===== src/rtl/vexpfx_pkg.sv =====
package vexpfx_pkg;

    localparam int unsigned BYTE_W   = 8;
    localparam int unsigned REG_W    = 4;
    localparam int unsigned REG_LO   = 3;
    localparam int unsigned LEN_BIT  = 2;
    localparam int unsigned PP_W     = 2;
    localparam int unsigned MAP_W    = 2;
    localparam int unsigned SEL_W    = 5;
    localparam int unsigned MAP_LAST = 3;

    typedef enum logic [2:0] {
        S_LEAD,
        S_SEC_SHORT,
        S_SEC_LONG,
        S_THIRD,
        S_OPCODE,
        S_DONE
    } state_t;

    typedef enum logic [3:0] {
        A_NONE,
        A_CLEAR,
        A_LEAD_HOLD,
        A_EMIT_PLAIN,
        A_EMIT_HELD,
        A_TAKE_SHORT,
        A_TAKE_LONG2,
        A_TAKE_LONG3,
        A_EMIT_OPC,
        A_EMIT_BAD
    } act_t;

    typedef struct packed {
        logic [MAP_W-1:0]  map;
        logic [BYTE_W-1:0] opcode;
        logic              r;
        logic              x;
        logic              b;
        logic              w;
        logic [REG_W-1:0]  vvvv;
        logic              len;
        logic [PP_W-1:0]   pp;
        logic              vex;
        logic              illegal;
        logic              map_ok;
    } desc_t;

endpackage


===== src/rtl/vexpfx_fields.sv =====
module vexpfx_fields
    import vexpfx_pkg::*;
(
    input  logic [BYTE_W-1:0] byte_in,
    output logic              f_r,
    output logic              f_x,
    output logic              f_b,
    output logic              f_w,
    output logic [REG_W-1:0]  f_vvvv,
    output logic              f_len,
    output logic [PP_W-1:0]   f_pp,
    output logic [MAP_W-1:0]  f_map,
    output logic              f_map_ok
);

    localparam int unsigned TOP = BYTE_W - 1;

    logic [SEL_W-1:0] sel;

    assign f_r = ~byte_in[TOP];
    assign f_x = ~byte_in[TOP-1];
    assign f_b = ~byte_in[TOP-2];
    assign f_w =  byte_in[TOP];

    // The register index is stored complemented, one bit at a time.
    for (genvar g = 0; g < REG_W; g++) begin : g_vvvv
        assign f_vvvv[g] = ~byte_in[REG_LO+g];
    end

    assign f_len    = byte_in[LEN_BIT];
    assign f_pp     = byte_in[PP_W-1:0];
    assign sel      = byte_in[SEL_W-1:0];
    assign f_map    = sel[MAP_W-1:0];
    assign f_map_ok = (sel != '0) && (sel <= SEL_W'(MAP_LAST));

endmodule


===== src/rtl/vexpfx_fsm.sv =====
module vexpfx_fsm
    import vexpfx_pkg::*;
#(
    parameter logic [BYTE_W-1:0] LEAD_SHORT = 8'hC5,
    parameter logic [BYTE_W-1:0] LEAD_LONG  = 8'hC4
) (
    input  logic              clk,
    input  logic              rst,
    input  logic              start,
    input  logic              mode_code32,
    input  logic              mode_v86,
    input  logic              mode_long,
    input  logic              pfx_legacy_seen,
    input  logic              pfx_rex_seen,
    input  logic              in_valid,
    input  logic [BYTE_W-1:0] in_data,
    input  logic              map_ok,
    output logic              in_ready,
    output act_t              act
);

    localparam int unsigned TOP = BYTE_W - 1;

    state_t state, state_nx;
    logic   top_pair_set, is_short, is_long, pfx_enabled, early_pfx;

    assign top_pair_set = in_data[TOP] & in_data[TOP-1];
    assign is_short     = (in_data == LEAD_SHORT);
    assign is_long      = (in_data == LEAD_LONG);
    assign pfx_enabled  = mode_code32 & ~mode_v86;
    assign early_pfx    = pfx_legacy_seen | pfx_rex_seen;

    always_ff @(posedge clk) begin
        if (rst) state <= S_LEAD;
        else     state <= state_nx;
    end

    always_comb begin
        state_nx = state;
        act      = A_NONE;
        in_ready = 1'b0;
        if (start) begin
            act      = A_CLEAR;
            state_nx = S_LEAD;
        end else begin
            unique case (state)
                S_LEAD: begin
                    in_ready = 1'b1;
                    if (in_valid) begin
                        if (pfx_enabled && (is_short || is_long)) begin
                            act      = A_LEAD_HOLD;
                            state_nx = is_short ? S_SEC_SHORT : S_SEC_LONG;
                        end else begin
                            act      = A_EMIT_PLAIN;
                            state_nx = S_DONE;
                        end
                    end
                end
                S_SEC_SHORT, S_SEC_LONG: begin
                    in_ready = mode_long | top_pair_set;
                    if (in_valid) begin
                        if (!in_ready) begin
                            act      = A_EMIT_HELD;
                            state_nx = S_DONE;
                        end else if (early_pfx) begin
                            act      = A_EMIT_BAD;
                            state_nx = S_DONE;
                        end else if (state == S_SEC_SHORT) begin
                            act      = A_TAKE_SHORT;
                            state_nx = S_OPCODE;
                        end else begin
                            act      = A_TAKE_LONG2;
                            state_nx = S_THIRD;
                        end
                    end
                end
                S_THIRD: begin
                    in_ready = 1'b1;
                    if (in_valid) begin
                        act      = map_ok ? A_TAKE_LONG3 : A_EMIT_BAD;
                        state_nx = map_ok ? S_OPCODE : S_DONE;
                    end
                end
                S_OPCODE: begin
                    in_ready = 1'b1;
                    if (in_valid) begin
                        act      = A_EMIT_OPC;
                        state_nx = S_DONE;
                    end
                end
                S_DONE: begin
                    in_ready = 1'b0;
                end
                default: state_nx = S_LEAD;
            endcase
        end
    end

    // A refused second byte outside long mode ends the instruction.
    p_peek_done_r3: assert property (@(posedge clk) disable iff (rst)
        ((state == S_SEC_SHORT || state == S_SEC_LONG) && in_valid && !start
         && !mode_long && !(in_data[TOP] && in_data[TOP-1]))
        |=> (state == S_DONE));

    // Idle input cycles keep the decode progress.
    p_stall_hold_r10: assert property (@(posedge clk) disable iff (rst)
        (!in_valid && !start) |=> $stable(state));

endmodule


===== src/rtl/vexpfx_desc.sv =====
module vexpfx_desc
    import vexpfx_pkg::*;
(
    input  logic              clk,
    input  logic              rst,
    input  logic              start,
    input  act_t              act,
    input  logic [BYTE_W-1:0] in_data,
    input  logic              f_r,
    input  logic              f_x,
    input  logic              f_b,
    input  logic              f_w,
    input  logic [REG_W-1:0]  f_vvvv,
    input  logic              f_len,
    input  logic [PP_W-1:0]   f_pp,
    input  logic [MAP_W-1:0]  f_map,
    input  logic              f_map_ok,
    output desc_t             desc,
    output logic              d_valid
);

    always_ff @(posedge clk) begin
        if (rst) begin
            desc    <= '0;
            d_valid <= 1'b0;
        end else begin
            d_valid <= 1'b0;
            unique case (act)
                A_NONE: ;
                A_CLEAR: desc <= '0;
                A_LEAD_HOLD: desc.opcode <= in_data;
                A_EMIT_PLAIN: begin
                    desc.opcode <= in_data;
                    d_valid     <= 1'b1;
                end
                A_EMIT_HELD: d_valid <= 1'b1;
                A_TAKE_SHORT: begin
                    desc.r    <= f_r;
                    desc.vvvv <= f_vvvv;
                    desc.len  <= f_len;
                    desc.pp   <= f_pp;
                    desc.map  <= MAP_W'(1);
                end
                A_TAKE_LONG2: begin
                    desc.r      <= f_r;
                    desc.x      <= f_x;
                    desc.b      <= f_b;
                    desc.map    <= f_map;
                    desc.map_ok <= f_map_ok;
                end
                A_TAKE_LONG3: begin
                    desc.w    <= f_w;
                    desc.vvvv <= f_vvvv;
                    desc.len  <= f_len;
                    desc.pp   <= f_pp;
                end
                A_EMIT_OPC: begin
                    desc.opcode <= in_data;
                    desc.vex    <= 1'b1;
                    d_valid     <= 1'b1;
                end
                A_EMIT_BAD: begin
                    desc         <= '0;
                    desc.vex     <= 1'b1;
                    desc.illegal <= 1'b1;
                    d_valid      <= 1'b1;
                end
                default: ;
            endcase
        end
    end

    p_start_clears_r1: assert property (@(posedge clk) disable iff (rst)
        start |=> (!d_valid && desc.opcode == '0 && !desc.vex && !desc.illegal
                   && desc.map == '0 && desc.vvvv == '0 && desc.pp == '0));

    p_plain_shape_r2: assert property (@(posedge clk) disable iff (rst)
        (d_valid && !desc.vex) |-> (desc.map == '0 && desc.vvvv == '0 && !desc.r
            && !desc.x && !desc.b && !desc.w && !desc.len && desc.pp == '0
            && !desc.illegal));

    p_illegal_shape_r4: assert property (@(posedge clk) disable iff (rst)
        (d_valid && desc.illegal) |-> (desc.vex && desc.map == '0
            && desc.opcode == '0 && desc.vvvv == '0 && !desc.r && !desc.w));

    p_map_nonzero_r7: assert property (@(posedge clk) disable iff (rst)
        (d_valid && desc.vex && !desc.illegal) |-> (desc.map != '0));

    p_single_strobe_r9: assert property (@(posedge clk) disable iff (rst)
        d_valid |=> !d_valid);

endmodule


===== src/rtl/vexpfx_decoder.sv =====
module vexpfx_decoder
    import vexpfx_pkg::*;
#(
    parameter logic [BYTE_W-1:0] LEAD_SHORT = 8'hC5,
    parameter logic [BYTE_W-1:0] LEAD_LONG  = 8'hC4
) (
    input  logic              clk,
    input  logic              rst,
    input  logic              start,
    input  logic              mode_code32,
    input  logic              mode_v86,
    input  logic              mode_long,
    input  logic              pfx_legacy_seen,
    input  logic              pfx_rex_seen,
    input  logic              in_valid,
    input  logic [BYTE_W-1:0] in_data,
    output logic              in_ready,
    output logic              d_valid,
    output logic [MAP_W-1:0]  d_map,
    output logic [BYTE_W-1:0] d_opcode,
    output logic              d_r,
    output logic              d_x,
    output logic              d_b,
    output logic              d_w,
    output logic [REG_W-1:0]  d_vvvv,
    output logic              d_len,
    output logic [PP_W-1:0]   d_pp,
    output logic              d_vex,
    output logic              d_illegal
);

    act_t             act;
    desc_t            desc;
    logic             f_r, f_x, f_b, f_w, f_len, f_map_ok;
    logic [REG_W-1:0] f_vvvv;
    logic [PP_W-1:0]  f_pp;
    logic [MAP_W-1:0] f_map;

    vexpfx_fsm #(
        .LEAD_SHORT (LEAD_SHORT),
        .LEAD_LONG  (LEAD_LONG)
    ) u_fsm (
        .clk             (clk),
        .rst             (rst),
        .start           (start),
        .mode_code32     (mode_code32),
        .mode_v86        (mode_v86),
        .mode_long       (mode_long),
        .pfx_legacy_seen (pfx_legacy_seen),
        .pfx_rex_seen    (pfx_rex_seen),
        .in_valid        (in_valid),
        .in_data         (in_data),
        .map_ok          (desc.map_ok),
        .in_ready        (in_ready),
        .act             (act)
    );

    vexpfx_fields u_fields (
        .byte_in  (in_data),
        .f_r      (f_r),
        .f_x      (f_x),
        .f_b      (f_b),
        .f_w      (f_w),
        .f_vvvv   (f_vvvv),
        .f_len    (f_len),
        .f_pp     (f_pp),
        .f_map    (f_map),
        .f_map_ok (f_map_ok)
    );

    vexpfx_desc u_desc (
        .clk      (clk),
        .rst      (rst),
        .start    (start),
        .act      (act),
        .in_data  (in_data),
        .f_r      (f_r),
        .f_x      (f_x),
        .f_b      (f_b),
        .f_w      (f_w),
        .f_vvvv   (f_vvvv),
        .f_len    (f_len),
        .f_pp     (f_pp),
        .f_map    (f_map),
        .f_map_ok (f_map_ok),
        .desc     (desc),
        .d_valid  (d_valid)
    );

    assign d_map     = desc.map;
    assign d_opcode  = desc.opcode;
    assign d_r       = desc.r;
    assign d_x       = desc.x;
    assign d_b       = desc.b;
    assign d_w       = desc.w;
    assign d_vvvv    = desc.vvvv;
    assign d_len     = desc.len;
    assign d_pp      = desc.pp;
    assign d_vex     = desc.vex;
    assign d_illegal = desc.illegal;

    // No byte is taken after a descriptor until the next start.
    p_quiet_after_r9: assert property (@(posedge clk) disable iff (rst)
        (d_valid && !start) |-> !in_ready);

endmodule


===== config.mk =====
export PLATFORM = sky130hd
export DESIGN_NAME = vexpfx_decoder
export DESIGN_NICKNAME = d
export VERILOG_FILES = /design/src/rtl/vexpfx_pkg.sv /design/src/rtl/vexpfx_fields.sv /design/src/rtl/vexpfx_fsm.sv /design/src/rtl/vexpfx_desc.sv /design/src/rtl/vexpfx_decoder.sv
export SDC_FILE = /design/constraint.sdc
export NUM_CORES = 1
export LEC_CHECK = 0
export ABC_AREA = 1
export BUFFER_PORTS_ARGS = -buffer_cell sky130_fd_sc_hd__buf_2
export CORE_UTILIZATION = 30
export CTS_CLUSTER_SIZE = 30
export DETAILED_ROUTE_END_ITERATION = 6
export SLEW_MARGIN = 20
export SYNTH_ARGS = -nofsm -noshare
export SYNTH_HDL_FRONTEND = slang
export SYNTH_SLANG_ARGS = --single-unit

===== constraint.sdc =====
create_clock -name clk -period 3.9 [get_ports clk]
set_input_delay 0 -clock clk [delete_from_list [all_inputs] [get_ports clk]]
set_output_delay 0 -clock clk [all_outputs]
set_load 0.1 [all_outputs]

==> metrics <==
status=completed; Fmax=545.3 MHz; Hold Path Sink=u_desc.desc[18]$_SDFFE_PP0P_; crit path max fanout=8; DRC=0; DIE WIDTH=74.18 um; Layout Nets=271; htree depth=1; HP Class=in -> reg; register area=560.5 sq um; die area=0.005502 sq mm; reg2reg setup slack=2.13 ns; unrepaired setup endpoints after global routing=no; CTS resizes=0; peak supply drop=0.2872 mV; gr usage total=0.1462; average cell area after synthesis=7.442 sq um; Final HPWL DP=3071 um; Worst path slowest cell=dlygate4sd3_1; post-DR vias/cell=4.691; synth unique cells=28; critical path required time=4.11 ns; switching power=0.2183 mW; Max Used Layer=met4; CTS Buffer Depth=2; Port Buffers=41; Int Pwr=0.4654 mW; Clock transition at path regs=0.10 ns; commonest non-fill, non-tap cell in the layout=nand3_1; Reg2Reg Depth=9; TritonCTS clock tree=done; Crit. End Element=flip-flop; r2r endpoint=u_desc.desc[17]$_SDFFE_PP0P_; Finish-stage setup viols=0; Routed WL per cell=12.27 um; post-synthesis instance area=0.001563 sq mm; area of the multi-input gates=877.1 sq um; Max Cap Viol=0; standard-cell rows=25; commonest cells after routing, fill and taps aside=nand3_1, buf_2, nand2_1; Syn-to-layout area delta=22.26%; vias in the first global route=1392; crit-path cells=dlygate4sd3_1, buf_2, inv_1, nand2_1, nor2_1, nand3_1, nand2_1, nand3_2, nor2_2, nand2_4, clkinv_2, nand3_1, a21oi_1; initial core utilization=0.3203; setup TNS=0 ns; leak pwr=0.8629 nW; Final Hold Viols=0; pwr dens=357.8 mW/mm^2; Final Non-Filler Cells=320; launch point of the worst reg-to-reg path=u_fsm.state[1]$_SDFFE_PP0P_; Gate Count Post-Synth=210; clock sinks=28; switching part of the total=0.3193; register area share after synthesis=0.3587; Setup Skew=0.01054 ns; Root Buffer=clkbuf_8; fin crit share=0.4702; Seq cells post-synth=28; # diodes=0; total gr overflow=0; Routed Wire Length=3926 um; min cycle time layout=1.834 ns; largest net degree at the start of global routing=25; antenna violations before repair=0; router iterations before antenna repair=4; Worst Tran Pin Value=0.4891 ns; Critical Path Start Type=primary input; Clk Latency, worst-skew pair=0.28 ns; GP Congestion=0.8932; Placement Cell Area=0.001829 sq mm; Comb power frac=0.231; Cells after DPL=315; critical path class=in -> reg; I/O pin total=42; Yosys warnings=0; sequential fraction of design power=0.435; Hold Slack=0.007003 ns; Met1 Wirelength=1954 um; worst hold start=in_data[4]; Die H=74.18 um; # fillers=562; post-synth net total=227; Initial DRC Count=67; fin area=0.001911 sq mm; layout cells sized above 1=0.3399; Top Family by Delay on Critical Path=simple AND/OR/NAND/NOR gates; Final Max Tran Viols=0; antenna-violating nets left=0; met2 WL post-DR=1762 um; CP peak stage delay=0.52 ns; TritonCTS Buffers=3; Max-slew headroom=0.6762; Buf/Inv on CP=4; Clock Power Share=0.334; hold path depth=3; WL met3=196 um; WP data arrival=2.05 ns; first-pass GRT wire length=6306 um; via count=1501; core box area=0.004880 sq mm
## timing repair
item | CTS | global route
endpoints found under the hold margin | 1 | 0
hold buffers | 1 | 0
buffers inserted | 0 | 0
## power groups by stage
stage,logic [mW],clock network [mW],registers [mW]
5_1_grt,0.170,0.247,0.299
6_report,0.158,0.228,0.298
3_3_place_gp,0.158,0,0.304
4_1_cts,0.159,0.233,0.298
3_5_place_dp,0.158,0,0.304
2_1_floorplan,0.0795,0,0.350
## stage by stage
stage          total power [mW]  utilization  setup WS, ns
2_1_floorplan            0.4291            -         1.620
3_3_place_gp             0.4619       0.3749         2.141
3_5_place_dp             0.4619       0.3749         2.138
4_1_cts                  0.6896       0.3915         2.071
5_1_grt                  0.7157       0.3915         1.905
6_report                 0.6836       0.3915         2.066
## sequential cells by signal (all words and copies together) (netlist names)
| register | flops |
|---|---|
| u_desc.d_valid | 1 |
| u_desc.desc | 24 |
| u_fsm.state | 3 |
## routing by layer
layer,vias to the layer above,GRT usage
met2,32,0.2434
met3,2,0.03388
met4,0,0.01496
met5,-,0
met1,672,0.1988
li1,795,-
## worst min-delay path, delay by kind of cell
family          cells  cell delay [ns]
simple gates        1             0.06
buf+inv             1             0.12
compound gates      1             0.05
## layout make-up
type                    instances  area share
clock buffers                   3     0.02161
multi-input cells             152      0.4591
inverters                      27     0.05370
well taps                      67     0.04388
flip-flops and latches         28      0.2934
clock inverters                 1     0.01572
repair buffers                 42      0.1126
## worst max path at each step
stage                                startpoint                            to  slack [ns]  depth (start not counted)
floorplan           u_fsm.state[0]$_SDFFE_PP0P_                      in_ready        1.62                          3
global placement    u_fsm.state[0]$_SDFFE_PP0P_  u_desc.desc[17]$_SDFFE_PP0P_        2.14                         11
detailed placement  u_fsm.state[1]$_SDFFE_PP0P_  u_desc.desc[17]$_SDFFE_PP0P_        2.14                          9
CTS                                  in_data[5]  u_desc.desc[11]$_SDFFE_PP0P_        2.07                         13
global route                         in_data[5]  u_desc.desc[12]$_SDFFE_PP0P_        1.91                         13
finish                               in_data[5]  u_desc.desc[11]$_SDFFE_PP0P_        2.07                         13
## synth_stat cells, drive strengths merged
| cell | n | share of area |
|---|---|---|
| o21ai | 7 | 0.039 |
| nand4 | 3 | 0.031 |
| dfxtp | 28 | 0.36 |
| o2111ai | 1 | 0.0056 |
| clkbuf | 2 | 0.0048 |
| nor2 | 12 | 0.046 |
| nand3 | 51 | 0.20 |
| a21oi | 27 | 0.089 |
| or2 | 1 | 0.0040 |
| nand2 | 47 | 0.14 |
| buf | 1 | 0.0096 |
| clkinv | 2 | 0.0056 |
| a31oi | 2 | 0.0080 |
| o22ai | 1 | 0.0040 |
| inv | 25 | 0.060 |
## kinds of logic (layout without fill, tap and decap cells)
logic type	count (synthesis)	count (layout)	share of synthesized area
simple gates	114	114	0.4155
compound gates	38	38	0.1457
buf+inv	30	73	0.08006
flops	28	28	0.3587
(Power assumes the default switching activity.)
